**config.mk**
```make
export PLATFORM = sky130hd
export DESIGN_NAME = sleep_plane_ctrl
export DESIGN_NICKNAME = d
export VERILOG_FILES = /design/src/rtl/sleepPlanePkg.sv /design/src/rtl/sleep_req_decode.sv /design/src/rtl/sleep_seq_ctrl.sv /design/src/rtl/sleep_plane_datapath.sv /design/src/rtl/sleep_plane_ctrl.sv
export SDC_FILE = /design/constraint.sdc
export NUM_CORES = 1
export LEC_CHECK = 0
export ABC_AREA = 1
export CAP_MARGIN = 10
export CORE_MARGIN = 2
export CORE_UTILIZATION = 33
export CTS_CLUSTER_SIZE = 28
export DETAILED_ROUTE_END_ITERATION = 12
export PLACE_DENSITY = 0.82
export REMOVE_ABC_BUFFERS = 1
export SKIP_LAST_GASP = 1
export SLEW_MARGIN = 0
export SYNTH_ARGS = -nofsm -noshare
export SYNTH_HDL_FRONTEND = slang
export SYNTH_SLANG_ARGS = --single-unit
```
**constraint.sdc**
```tcl
create_clock -name clk -period 1.01 [get_ports clk]
set_input_delay 0.202 -clock clk [delete_from_list [all_inputs] [get_ports clk]]
set_output_delay 0.202 -clock clk [all_outputs]
set_load 0.02 [all_outputs]
```
**src/rtl/sleepPlanePkg.sv**
```systemverilog
package sleepPlanePkg;
  localparam int REQ_W = 3;
  localparam logic [REQ_W-1:0] REQ_AWAKE   = 3'd0;
  localparam logic [REQ_W-1:0] REQ_STANDBY = 3'd1;
  localparam logic [REQ_W-1:0] REQ_SUSPEND = 3'd3;
  localparam logic [REQ_W-1:0] REQ_HIBER   = 3'd4;
  localparam logic [REQ_W-1:0] REQ_OFF     = 3'd5;
  localparam int LVL_W = 3;   // bit0 clock slow, bit1 main off, bit2 memory off

  typedef struct packed {
    logic clkSlow;
    logic mainOff;
    logic memOff;
    logic isolate;
  } planeStrobes_t;
endpackage

```
**src/rtl/sleep_req_decode.sv**
```systemverilog
module sleep_req_decode
  import sleepPlanePkg::*;
(
  input  logic [REQ_W-1:0] reqCode,
  output logic             reqValid,
  output logic [LVL_W-1:0] tgtLevels
);
  always_comb begin
    reqValid  = 1'b1;
    tgtLevels = '0;
    case (reqCode)
      REQ_AWAKE:   tgtLevels = 3'b000;
      REQ_STANDBY: tgtLevels = 3'b001;
      REQ_SUSPEND: tgtLevels = 3'b011;
      REQ_HIBER:   tgtLevels = 3'b111;
      REQ_OFF:     tgtLevels = 3'b111;
      default: begin
        reqValid  = 1'b0;
        tgtLevels = '0;
      end
    endcase
  end
endmodule

```
**src/rtl/sleep_seq_ctrl.sv**
```systemverilog
module sleep_seq_ctrl
  import sleepPlanePkg::*;
(
  input  logic             clk,
  input  logic             rstN,
  input  logic             reqValid,
  input  logic [LVL_W-1:0] tgtLevels,
  output planeStrobes_t    strobes
);
  logic [LVL_W-1:0] lvl, lvlNext;
  logic             iso, isoNext;
  logic             deeper;

  always_comb begin
    lvlNext = lvl;
    isoNext = iso;
    deeper  = |(tgtLevels & ~lvl);
    if (reqValid) begin
      if (deeper) begin
        lvlNext = tgtLevels;
        if (tgtLevels[1]) isoNext = 1'b1;
      end else if (lvl[2] && !tgtLevels[2]) begin
        lvlNext[2] = 1'b0;
      end else if (lvl[1] && !tgtLevels[1]) begin
        lvlNext[1] = 1'b0;
      end else if (lvl[0] && !tgtLevels[0]) begin
        lvlNext[0] = 1'b0;
      end
      // release isolation only once main power was already back on
      if (iso && !lvl[1] && !tgtLevels[1]) isoNext = 1'b0;
    end
  end

  always_ff @(posedge clk) begin
    if (!rstN) begin
      lvl <= '0;
      iso <= 1'b0;
    end else begin
      lvl <= lvlNext;
      iso <= isoNext;
    end
  end

  assign strobes.clkSlow = lvl[0];
  assign strobes.mainOff = lvl[1];
  assign strobes.memOff  = lvl[2];
  assign strobes.isolate = iso;

  // R3 nesting of levels
  a_r3_nested: assert property (@(posedge clk) disable iff (!rstN)
    (lvl[2] |-> lvl[1]) and (lvl[1] |-> lvl[0]));
  // R6 release order: one level per clock, deepest first
  a_r6_main_after_mem: assert property (@(posedge clk) disable iff (!rstN)
    $fell(lvl[1]) |-> $past(!lvl[2]));
  a_r6_clk_after_main: assert property (@(posedge clk) disable iff (!rstN)
    $fell(lvl[0]) |-> $past(!lvl[1]));
  // R7 isolation covers every cycle with main power off, released late
  a_r7_iso_cover: assert property (@(posedge clk) disable iff (!rstN)
    lvl[1] |-> iso);
  a_r7_iso_release: assert property (@(posedge clk) disable iff (!rstN)
    $fell(iso) |-> $past(!lvl[1]));
  // R12 unused codes hold state
  a_r12_ignore: assert property (@(posedge clk) disable iff (!rstN)
    !reqValid |=> ($stable(lvl) && $stable(iso)));
endmodule

```
**src/rtl/sleep_plane_datapath.sv**
```systemverilog
module sleep_plane_datapath
  import sleepPlanePkg::*;
#(
  parameter int NUM_DEV   = 4,
  parameter int IDE_LANES = 2,
  parameter int USB_PORTS = 4,
  parameter int AUD_LANES = 2
) (
  input  logic                 clk,
  input  logic                 rstN,
  input  planeStrobes_t        strobes,
  input  logic [NUM_DEV-1:0]   devPlaneEn,
  input  logic [USB_PORTS-1:0] usbWakeEn,
  input  logic                 ideLowMode,
  output logic                 clkSlowN,
  output logic                 mainOffN,
  output logic                 memOffN,
  output logic [NUM_DEV-1:0]   devPlaneOut,
  output logic [IDE_LANES-1:0] ideOutEn,
  output logic [IDE_LANES-1:0] ideForceLow,
  output logic [IDE_LANES-1:0] ideInEn,
  output logic [USB_PORTS-1:0] usbOutEn,
  output logic [USB_PORTS-1:0] usbInEn,
  output logic [AUD_LANES-1:0] audForceLow,
  output logic [AUD_LANES-1:0] audInEn
);
  always_ff @(posedge clk) begin
    if (!rstN) begin
      clkSlowN    <= 1'b1;
      mainOffN    <= 1'b1;
      memOffN     <= 1'b1;
      devPlaneOut <= '0;
    end else begin
      clkSlowN    <= !strobes.clkSlow;
      mainOffN    <= !strobes.mainOff;
      memOffN     <= !strobes.memOff;
      devPlaneOut <= devPlaneEn;
    end
  end

  for (genvar i = 0; i < IDE_LANES; i++) begin : g_ide
    always_ff @(posedge clk) begin
      if (!rstN) begin
        ideOutEn[i]    <= 1'b1;
        ideForceLow[i] <= 1'b0;
        ideInEn[i]     <= 1'b1;
      end else begin
        ideOutEn[i]    <= !strobes.isolate || ideLowMode;
        ideForceLow[i] <= strobes.isolate && ideLowMode;
        ideInEn[i]     <= !strobes.isolate;
      end
    end
    // R8 a forced-low lane is always driven
    a_r8_low_driven: assert property (@(posedge clk) disable iff (!rstN)
      ideForceLow[i] |-> (ideOutEn[i] && !ideInEn[i]));
  end

  for (genvar i = 0; i < USB_PORTS; i++) begin : g_usb
    logic portOff;
    assign portOff = strobes.isolate && !usbWakeEn[i];
    always_ff @(posedge clk) begin
      if (!rstN) begin
        usbOutEn[i] <= 1'b1;
        usbInEn[i]  <= 1'b1;
      end else begin
        usbOutEn[i] <= !portOff;
        usbInEn[i]  <= !portOff;
      end
    end
    // R9 a wake-enabled port keeps its input alive
    a_r9_wake_alive: assert property (@(posedge clk) disable iff (!rstN)
      usbWakeEn[i] |=> (usbInEn[i] && usbOutEn[i]));
  end

  for (genvar i = 0; i < AUD_LANES; i++) begin : g_aud
    always_ff @(posedge clk) begin
      if (!rstN) begin
        audForceLow[i] <= 1'b0;
        audInEn[i]     <= 1'b1;
      end else begin
        audForceLow[i] <= strobes.isolate;
        audInEn[i]     <= !strobes.isolate;
      end
    end
    // R10 audio lanes isolate whenever main power is off
    a_r10_aud_iso: assert property (@(posedge clk) disable iff (!rstN)
      !mainOffN |-> (audForceLow[i] && !audInEn[i]));
  end

  // R11 device planes follow enables one clock later
  a_r11_dev_follow: assert property (@(posedge clk) disable iff (!rstN)
    rstN |=> devPlaneOut == $past(devPlaneEn));
  // R3 memory plane never off while main power on
  a_r3_port_nest: assert property (@(posedge clk) disable iff (!rstN)
    !memOffN |-> (!mainOffN && !clkSlowN));
endmodule

```
**src/rtl/sleep_plane_ctrl.sv**
```systemverilog
module sleep_plane_ctrl
  import sleepPlanePkg::*;
#(
  parameter int NUM_DEV   = 4,
  parameter int IDE_LANES = 2,
  parameter int USB_PORTS = 4,
  parameter int AUD_LANES = 2
) (
  input  logic                 clk,
  input  logic                 rstN,
  input  logic [2:0]           reqState,
  input  logic [NUM_DEV-1:0]   devPlaneEn,
  input  logic [USB_PORTS-1:0] usbWakeEn,
  input  logic                 ideLowMode,
  output logic                 clkSlowN,
  output logic                 mainOffN,
  output logic                 memOffN,
  output logic [NUM_DEV-1:0]   devPlaneOut,
  output logic [IDE_LANES-1:0] ideOutEn,
  output logic [IDE_LANES-1:0] ideForceLow,
  output logic [IDE_LANES-1:0] ideInEn,
  output logic [USB_PORTS-1:0] usbOutEn,
  output logic [USB_PORTS-1:0] usbInEn,
  output logic [AUD_LANES-1:0] audForceLow,
  output logic [AUD_LANES-1:0] audInEn
);
  logic             reqValid;
  logic [LVL_W-1:0] tgtLevels;
  planeStrobes_t    strobes;

  sleep_req_decode uDecode (
    .reqCode  (reqState),
    .reqValid (reqValid),
    .tgtLevels(tgtLevels)
  );

  sleep_seq_ctrl uCtrl (
    .clk      (clk),
    .rstN     (rstN),
    .reqValid (reqValid),
    .tgtLevels(tgtLevels),
    .strobes  (strobes)
  );

  sleep_plane_datapath #(
    .NUM_DEV  (NUM_DEV),
    .IDE_LANES(IDE_LANES),
    .USB_PORTS(USB_PORTS),
    .AUD_LANES(AUD_LANES)
  ) uPath (
    .clk        (clk),
    .rstN       (rstN),
    .strobes    (strobes),
    .devPlaneEn (devPlaneEn),
    .usbWakeEn  (usbWakeEn),
    .ideLowMode (ideLowMode),
    .clkSlowN   (clkSlowN),
    .mainOffN   (mainOffN),
    .memOffN    (memOffN),
    .devPlaneOut(devPlaneOut),
    .ideOutEn   (ideOutEn),
    .ideForceLow(ideForceLow),
    .ideInEn    (ideInEn),
    .usbOutEn   (usbOutEn),
    .usbInEn    (usbInEn),
    .audForceLow(audForceLow),
    .audInEn    (audInEn)
  );
endmodule

```
[Word-level counts from Yosys, hierarchy flattened]
Cells that the tools add are included.
Storage, ports and cells
  register bits: 19
Operators by class
  bitwise operators: 2
  equality and inequality tests: 6
  mux-type cells: 11
  reduce and logical (&&, ||, !) cells: 39
Operators by type and width (count)
  $logic_not 1->1: 15
  $logic_and 1x1->1: 10
  $reduce_bool 2->1: 5
  $pmux 3 s3: 1
  $mux 1: 8
  $eq 3x3->1 const B: 2
  $reduce_and 3->1: 2
  $reduce_or 5->1: 1
  $ne 2x1->1 const B: 2
  $reduce_and 4->1: 1
  $and 3x3->3: 1
  $eq 3x1->1 const B: 1
  $eq 3x2->1 const B: 1
  $logic_not 3->1: 1
  $mux 3: 1
  $not 3->3: 1
  $reduce_or 3->1: 1
  $mux 2: 1
  $reduce_and 2->1: 1
  $reduce_or 2->1: 1
  $logic_or 1x1->1: 1

[Depth between registers and ports, before layout]
  depth in word-level cells: 9
  depth in mapped cells: 9
  depth with buffers taken out: 9

[By module]
A second synthesis with hierarchy kept.
Unflattened totals
  cell total of the unflattened synthesis: 92
  area, all modules: 750.7 um^2
Modules (own cells, without submodules)
  sleep_plane_datapath: instances 1, seq. area each 300.3 um^2, area an instance 490.5 um^2, cells an instance 50
  sleep_seq_ctrl: instances 1, seq. area each 80.1 um^2, area an instance 220.2 um^2, cells an instance 33
  sleep_req_decode: instances 1, seq. area each 0.0 um^2, area an instance 40.0 um^2, cells an instance 9

[Least setup slack after synthesis]
OpenSTA, ideal clock, no wires.
  kind: register -> register
  from: register uCtrl.lvl[1]
  to: register uCtrl.lvl[1]
  stages on the path, launching flop included: 8
  slack: 0.068 ns
  arrival: 0.827 ns
  path buffers: 0
  required time: 0.895 ns
  setup time: 0.115 ns
  cell sequence: dfxtp_1 inv_1 nand2_1 nand3_2 nand2_2 nand2_2 a21oi_1 nor2_1
Between the ends
  word-level cells in the longest chain between the ends: 5
Ends and longest elaborated chain
  start: declaration: line sleep_seq_ctrl.sv:10  | logic [LVL_W-1:0] lvl, lvlNext;
  start signal: assignment: line sleep_seq_ctrl.sv:39  | lvl <= lvlNext;
  $not 3->3: line sleep_seq_ctrl.sv:17  | deeper = |(tgtLevels & ~lvl);
  $and 3x3->3: line sleep_seq_ctrl.sv:17
  $reduce_or 3->1: line sleep_seq_ctrl.sv:17
  $ne 2x1->1 (no line) or $reduce_bool 2->1 (tied branches)
  $reduce_and 3->1 (no line)
Several ways; a longest one is shown, not always the timed one.
A chain may end at the register's enable or synchronous reset.

==> summary.md <==
| Metric | Value |
|---|---|
| GRT Util Overall | between 10% and 20% |
| Startpoint class of the critical path | flop |
| Yosys top cell by area | dfxtp_1 |
| Vias in the first global route | ~610 |
| Vias/cell | between 4 and 5 |
| Fin util | approximately 56% |
| Synth Instances | 85 |
| # rows | 16 |
| Slew HR | about 88% |
| Final-report hold violation count | 0 |
| CTS tree | yes |
| Critical path depth | 1 |
| Worst slew pin tran | 0.175 ns |
| PnR worst setup slack | approximately 0.013 ns |
| Clk_lat worst skew | roughly 0.28 ns |
| # DRC | 0 |
| CTS Sinks | 19 |
| Status | completed |
| WL per Instance | 11.2 microns |
| Kind of cell adding the most delay to the critical path | flip-flops |
| Crit path kind | reg2out |
| DR top layer | met4 |
| Area of the core | between 2000 and 2500 sq um |
| Final instance area | around 1100 sq um |
| Detailed placement HPWL | 1.28 mm |
| GPL Wtd Cong | ~0.84 |
| Synth warn | 0 |
| Placed inst area | roughly 1100 sq um |
| Crit path to | ideInEn[1] |
| Remaining antenna violation count | 0 |
| Mean Syn Cell Area | 8.42 sq um |
| Final Setup Violations | 0 |
| Top-Level Pins | 39 |
| Maximum fanout along the worst path | 4 |
| Critical path capture point type | primary output |
| Area Growth Syn to Fin | 55.2% |
| WL met2 | just under 900 microns |
| Overflow after GRT | 0 |
| Post-CTS Hold Fix Bufs | 0 |
| Synth top area cells | dfxtp_1 (53%), buf_4 (10%), nand2_1 (10%) |
| Slowest stage cell on the critical path | dfxtp_4 |
| Clock skew | roughly 0.0014 ns |
| CP peak stage delay | just under 0.4 ns |
| Final wirelength | between 1.5 and 2 mm |
| Clk root buf | clkbuf_4 |
| Commonest non-fill, non-tap cell in the layout | buf_4 |
| Max_cap viols | 0 |
| Register area share after synthesis | 53.1% |
| Min cycle time layout | 0.997 ns |
| R2R Setup Slk | between 0.01 and 0.015 ns |
| Slew Viols, Final | 0 |
| Fin nets | approximately 140 |
| Wl on met1 | roughly 620 microns |
| P_leak | around 0.55 nW |
| Chip Height | about 50 microns |
| Worst Path Arrival | approximately 0.80 ns |
| FF-to-FF End | uCtrl.lvl[1] |
| RSZ-0062 raised after global routing | yes |
| Hold wc startpoint | reqState[2] |
| Share of the synthesized area in the top cell type | roughly 53% |
| Period Utilization, post-route | 98.8% |
| First-pass GRT wire length | around 2.6 mm |
| Fmax achieved | between 1000 and 1500 MHz |
| Most frequent cells in the layout | buf_4 (23), nand2_1 (15), dfxtp_1 (13), clkdlybuf4s50_1 (10), inv_1 (8) |
| PwrDens | 1370 nW/um^2 |
| Layout cells sized above 1 | approximately 53% |
| WL met3 | 192 microns |
| Mapped cell area | around 720 sq um |
| Die width | between 50 and 60 microns |
| Clock transition at the registers of the reported paths | 0.10 ns |
| Worst EP required | 0.81 ns |
| Final TNS setup | 0 ns |
| Synth Register Bits | 19 |
| First DRT Iteration DRCs | 6 |
| Antenna violations before repair | 0 |
| # diodes | 0 |
| IO Port Bufs | 38 |
| Clock Tree Buf Depth | 2 |
| Worst r2r path cells | 7 |
| Peak supply drop | around 0.67 mV |
| Worst path buffer plus inverter count | 1 |
| Worst path cell trace | buf_6 |
| Pre-CTS WS | -0.513 ns |
| R2R Path Start | uCtrl.lvl[1] |
| Drt first pass iters | 4 |
| Die ar. | between 2000 and 3000 sq um |
| Tightest Hold Check Type | in2reg |
| Fill cells | approximately 180 |
| H-tree depth | 1 |
| Starting Density | a little over a third |
| Library cells used by synthesis | 15 |
| Vias | 663 |
| Inserted Clock Buffers | 3 |
| CP Launch Point | uPath.audInEn[0] |
| Largest net degree at the start of global routing | 12 |
cell families after synthesis:
kind of cell / synth area share [%]
AND/OR/NAND/NOR: 23.3
buffers and inverters: 18.4
flip-flops: 53.1
AO/OA/AOI/OAI: 5.25
worst min path at each step:
stage | endpoint | slack (ns) | depth (start not counted)
6_report | uCtrl.lvl[2] | 0.24 | 3
5_1_grt | uCtrl.lvl[2] | 0.25 | 3
4_1_cts | uCtrl.lvl[2] | 0.41 | 3
3_5_place_dp | uPath.memOffN | 0.40 | 1
3_3_place_gp | uPath.memOffN | 0.38 | 1
2_1_floorplan | uPath.clkSlowN | 0.27 | 1
per-stage QoR:
stage	hold WS [ns]	power (mW)	std cells
finish	0.237	1.52	151
global route	0.252	1.59	151
CTS	0.412	1.48	150
detailed placement	0.397	1.16	145
global placement	0.382	1.15	145
floorplan	0.271	0.968	74
area by class of cell:
class | count | area, sq um | area share (%)
sequential | 19 | 390 | 35.1
clock inverter | 1 | 5.00 | 0.450
multi-input combinational | 43 | 240 | 21.6
clock buffer | 3 | 22.5 | 2.03
inverter | 12 | 45.0 | 4.05
tap | 27 | 33.8 | 3.04
timing repair buffer | 46 | 374 | 33.7
report_power, final:
group	internal, mW	switching, mW	leakage [nW]
registers	0.792	0.0242	0.157
logic	0.161	0.179	0.372
clock network	0.147	0.214	0.0177
total	1.10	0.417	0.547
flip-flops by register name (all words and copies together), names as in the netlist:
name and cells:
uCtrl.iso 1, uPath.mainOffN 1, uCtrl.lvl 3, uPath.usbInEn 1
uPath.audForceLow 1, uPath.memOffN 1, uPath.ideOutEn 1, uPath.ideForceLow 1
uPath.devPlaneOut 4, uPath.audInEn 1, uPath.usbOutEn 3, uPath.clkSlowN 1
cells in the mapped netlist:
cell type	n
or2_2	4
nand3_1	4
nand2_1	19
inv_1	10
o21ai_0	2
buf_6	1
a21oi_1	4
nand4_1	1
buf_4	10
nor2_1	4
o31ai_1	1
inv_2	2
nand3_2	1
dfxtp_1	19
nand2_2	3
routing by layer:
layer / vias to the layer above / GRT usage (%)
li1: 326 / -
met1: 296 / 13.9
met2: 39 / 24.3
met3: 2 / 5.65
met4: 0 / 9.01
met5: - / 0
what timing repair did:
action,in CTS,in global routing
resized for setup,113,34
setup endpoints to repair,28,22
pin swaps,5,6
setup buffers,1,1
hold endpoints to repair,0,0
No activity file was read; power rests on OpenSTA's default activity.
